[config.mk]
export PLATFORM = sky130hd
export DESIGN_NAME = tft_scan_timer
export DESIGN_NICKNAME = d
export VERILOG_FILES = /design/src/rtl/tft_scan_timer.sv
export SDC_FILE = /design/constraint.sdc
export NUM_CORES = 1
export LEC_CHECK = 0
export ABC_AREA = 1
export BUFFER_PORTS_ARGS = -buffer_cell sky130_fd_sc_hd__buf_4
export CELL_PAD_IN_SITES_DETAIL_PLACEMENT = 1
export CELL_PAD_IN_SITES_GLOBAL_PLACEMENT = 2
export CORE_MARGIN = 8
export CORE_UTILIZATION = 26
export CTS_BUF_LIST = sky130_fd_sc_hd__clkbuf_4 sky130_fd_sc_hd__clkbuf_8
export DETAILED_ROUTE_END_ITERATION = 10
export PLACE_DENSITY_LB_ADDON = 0.1
export SLEW_MARGIN = 20
export SYNTH_ARGS = -nofsm -noshare
export SYNTH_HDL_FRONTEND = slang
export SYNTH_SLANG_ARGS = --single-unit
[constraint.sdc]
create_clock -name clk -period 1.45 [get_ports clk]
set_input_delay 0.0725 -clock clk [delete_from_list [all_inputs] [get_ports clk]]
set_output_delay 0.0725 -clock clk [all_outputs]
set_load 0.05 [all_outputs]
[src/rtl/tft_scan_timer.sv]
`timescale 1ns/1ps
module tft_scan_timer #(
  parameter int H_ACT  = 640,
  parameter int H_FP   = 16,
  parameter int H_SYNC = 96,
  parameter int H_BP   = 48,
  parameter int V_ACT  = 480,
  parameter int V_FP   = 10,
  parameter int V_SYNC = 2,
  parameter int V_BP   = 33,
  parameter int COL_W  = 10,
  parameter int CH_W   = 6
) (
  input  logic              clk,
  input  logic              rst,
  output logic [COL_W-1:0]  rd_col,
  input  logic [3*CH_W-1:0] rd_pix,
  output logic              hsync_n,
  output logic              vsync_n,
  output logic              de,
  output logic [CH_W-1:0]   red,
  output logic [CH_W-1:0]   green,
  output logic [CH_W-1:0]   blue,
  output logic              line_req_tgl
);
  localparam int H_TOT = H_ACT + H_FP + H_SYNC + H_BP;
  localparam int V_TOT = V_ACT + V_FP + V_SYNC + V_BP;
  localparam int HW = $clog2(H_TOT);
  localparam int VW = $clog2(V_TOT);

  localparam logic [HW-1:0] H_LAST = HW'(H_TOT - 1);
  localparam logic [HW-1:0] H_VIS  = HW'(H_ACT);
  localparam logic [HW-1:0] H_SS   = HW'(H_ACT + H_FP);
  localparam logic [HW-1:0] H_SE   = HW'(H_ACT + H_FP + H_SYNC);
  localparam logic [VW-1:0] V_LAST = VW'(V_TOT - 1);
  localparam logic [VW-1:0] V_VIS  = VW'(V_ACT);
  localparam logic [VW-1:0] V_PRE  = VW'(V_ACT - 1);
  localparam logic [VW-1:0] V_SS   = VW'(V_ACT + V_FP);
  localparam logic [VW-1:0] V_SE   = VW'(V_ACT + V_FP + V_SYNC);

  logic [HW-1:0] hcnt;
  logic [VW-1:0] vcnt;

  wire h_end  = (hcnt == H_LAST);
  wire v_end  = (vcnt == V_LAST);
  wire vis    = (hcnt < H_VIS) && (vcnt < V_VIS);
  wire hs_win = (hcnt >= H_SS) && (hcnt < H_SE);
  wire vs_win = (vcnt >= V_SS) && (vcnt < V_SE);
  wire req    = (hcnt == H_VIS) && ((vcnt < V_PRE) || v_end);

  always_ff @(posedge clk) begin
    if (rst) begin
      hcnt <= '0;
      vcnt <= '0;
    end else begin
      hcnt <= h_end ? '0 : hcnt + 1'b1;
      if (h_end) vcnt <= v_end ? '0 : vcnt + 1'b1;
    end
  end

  always_ff @(posedge clk) begin
    if (rst) begin
      de           <= 1'b0;
      hsync_n      <= 1'b1;
      vsync_n      <= 1'b1;
      line_req_tgl <= 1'b0;
    end else begin
      de           <= vis;
      hsync_n      <= ~hs_win;
      vsync_n      <= ~vs_win;
      line_req_tgl <= line_req_tgl ^ req;
    end
  end

  assign rd_col = vis ? COL_W'(hcnt) : '0;
  assign red    = de ? rd_pix[3*CH_W-1:2*CH_W] : '0;
  assign green  = de ? rd_pix[2*CH_W-1:CH_W]   : '0;
  assign blue   = de ? rd_pix[CH_W-1:0]        : '0;
endmodule

==> run metrics <==
most common cell in the synthesized netlist nand2_1; crit path launch type flip-flop; global-route wire length before repair 8500 um; Layout fillers 726; CTS Buffer Depth 2; Combinational Power Share 0.216; Post-synth top cells 59 x nand2_1, 48 x inv_1, 40 x nor2_1, 24 x dfxtp_1, 10 x nand3_1; Yosys reg bits 24; Pins Over Slew Limit 0; PortBufs 51; Clock Sinks 24; cts hold-fix bufs 0; Worst path slowest cell dfxtp_2; P_leak 0.001128 uW; post-DP HPWL 3838 um; Core Rows 27; Netlist cell types 27; worst slew pin tran 0.3278 ns; TritonCTS clock tree yes; worst-path cell chain nand2_2 -> nor2_4 -> nor2_4 -> o211ai_4 -> buf_6 -> nor2_2 -> buf_6; Hold Crit Class primary input to flip-flop; drt pass-1 iters 6; routability cong. 0.7861; unrepaired setup endpoints after global routing true; P per Cell Area 619.0 nW/um^2; Switching Fraction 0.3087; clock share of power 0.323; setup ws final -0.02772 ns; die width 91.84 um; Main synth FF type dfxtp_1; initial antenna violation count 0; Iter 0 DRT Violations 88; maxcap violations 0; final worst-path cycle share 1.019; Crit path buffers/inverters 2; I/O pins 52; crit-path max cell delay 0.33 ns; Peak VDD IR 0.2841 mV; share of cells above drive strength 1 0.4185; wire length per cell 13.31 um; Post-Syn Nets 262; violated checks negative setup slack; EDFF count, synth 0; final hold vios 0; Setup TNS Final -0.09375 ns; sequential share of power 0.461; Layout Skew 0.005719 ns; Async S/R FF share, synth 0; Setup-failing EPs final 7; R2R cell count 9; DR vias/cell 4.408; Worst-Skew Late Latency 0.27 ns; CP max FO 5; critical path required time 1.38 ns; post-route ant nets 0; Crit path depth 7; family with the most delay on the worst path simple AND/OR/NAND/NOR gates; P_int 1027 uW; Core Area 5540 sq um; Setup CP Type flip-flop to output pin; pin count of the biggest net entering global routing 20; Clk Tree Root Cell clkbuf_8; Inserted Clock Buffers 3; Placed Area 2073 sq um; Yosys top cell by area dfxtp_1; fin crit period 1.478 ns; largest cells by area after synthesis dfxtp_1 32%, nand2_1 15%, inv_1 12%; Tot GR Track Use 0.1217; routed via count 1697; Final Cell Area 2400 sq um; Hold Path Stages 2; Antenna Cells 0; remaining global-route overflow 0; total wire length 5123 um; H-Tree Depth 1; Final nets 338; NetSw 458.6 uW; vias in the first global route 1706; DRC Markers 0; mapped cell area 1495 sq um; worst rel slew slack 0.7815; share of the synthesized area in the top cell type 0.3213; Mapped Cells 238; Seq/Total Area, Yosys 0.3213; WP data arrival 1.41 ns; fmax 0.6767 GHz; Crit. End Element output pin; Die Area 8434 sq um; die height 91.84 um; clock-pin slew on the worst setup and hold paths 0.09 ns; mean post-synth cell area 6.282 sq um; yosys warns 0; initial core utilization 0.2699; Syn-to-layout area delta 60.50%; status complete, but fails checks
==> per-stage QoR <==
stage | std cells | worst slack (ns) | total power [uW] | utilization | hold WS [ns]
after global placement | 369 | 0.001554 | 999.3 | 0.3742 | 0.3364
final | 385 | -0.02772 | 1485 | 0.4332 | 0.03486
after detailed placement | 369 | -0.04395 | 1002 | 0.3742 | 0.3372
after floorplan | 238 | -0.1538 | 885.4 | - | 0.1375
after CTS | 381 | -0.03369 | 1495 | 0.4189 | 0.03714
after global routing | 385 | -0.1053 | 1559 | 0.4332 | 0.03639
==> state kept, by name (all words and copies together) (netlist names) <==
signal / count
de: 1
line_req_tgl: 1
vsync_n: 1
vcnt: 10
hcnt: 10
hsync_n: 1
==> layout make-up <==
cell class / count / area, sq um / area share
Sequential cell: 24 / 496.7 / 0.2070
Inverter: 51 / 230.2 / 0.09593
Multi-Input combinational cell: 160 / 919.6 / 0.3832
Tap cell: 72 / 90.09 / 0.03754
Clock buffer: 4 / 55.05 / 0.02294
Timing Repair Buffer: 74 / 608.1 / 0.2534
==> power groups by stage <==
stage / combinational (uW) / clock, uW / sequential, uW
finish: 321 / 479 / 685
global route: 344 / 527 / 687
CTS: 315 / 496 / 684
detailed placement: 305 / 0 / 697
global placement: 303 / 0 / 697
floorplan: 192 / 0 / 693
==> metal layers <==
| metal | GRT usage | part of all wire | vias to the layer above |
|---|---|---|---|
| li1 | - | - | 870 |
| met3 | 0.02771 | 0.061 | 9 |
| met2 | 0.1939 | 0.44 | 53 |
| met5 | 0 | 0 | - |
| met4 | 0.04161 | 0.018 | 0 |
| met1 | 0.1576 | 0.48 | 765 |
==> worst paths after layout <==
check	to	slack [ns]	from
setup / recovery	rd_col[3]	-0.03	vcnt[8]
hold / removal	vcnt[5]	0.03	rst
setup reg to reg	vcnt[9]	0.02	hcnt[1]
hold reg to reg	hcnt[0]	0.45	hcnt[0]
==> cells by family after synthesis <==
| family | count (synthesis) | share of synthesized area |
|---|---|---|
| adders and majority gates | 4 | 0.03347 |
| and+or+nand+nor | 136 | 0.4218 |
| AOI/OAI and AO/OA | 16 | 0.06360 |
| xor gates and xnor gates | 4 | 0.02344 |
| buffers and inverters | 54 | 0.1364 |
| DFF | 24 | 0.3213 |
==> repair_timing <==
| item | in CTS | in global routing |
|---|---|---|
| resized for setup | 40 | 17 |
| endpoints found under the setup margin | 17 | 27 |
| buffers inserted | 8 | 4 |
| pin swaps | 7 | 12 |
==> cell usage in the layout, fill, tap and decap left out, types with 2 or more instances in the layout <==
cell        count
clkbuf_8        4
nand3_1        10
nor2_2          6
dfxtp_4         2
buf_4          61
dfxtp_1        15
buf_6          12
nor2_4         13
a21oi_1         8
inv_4           2
nand2_2         3
clkinvlp_4      9
nor2_1         29
xor2_1          3
nand2_1        57
ha_1            3
nand4_1         6
inv_1          37
inv_2           3
nor3_1          4
o21ai_0         3
dfxtp_2         7
nand2_4         3
No activity file was read; power rests on OpenSTA's default activity.
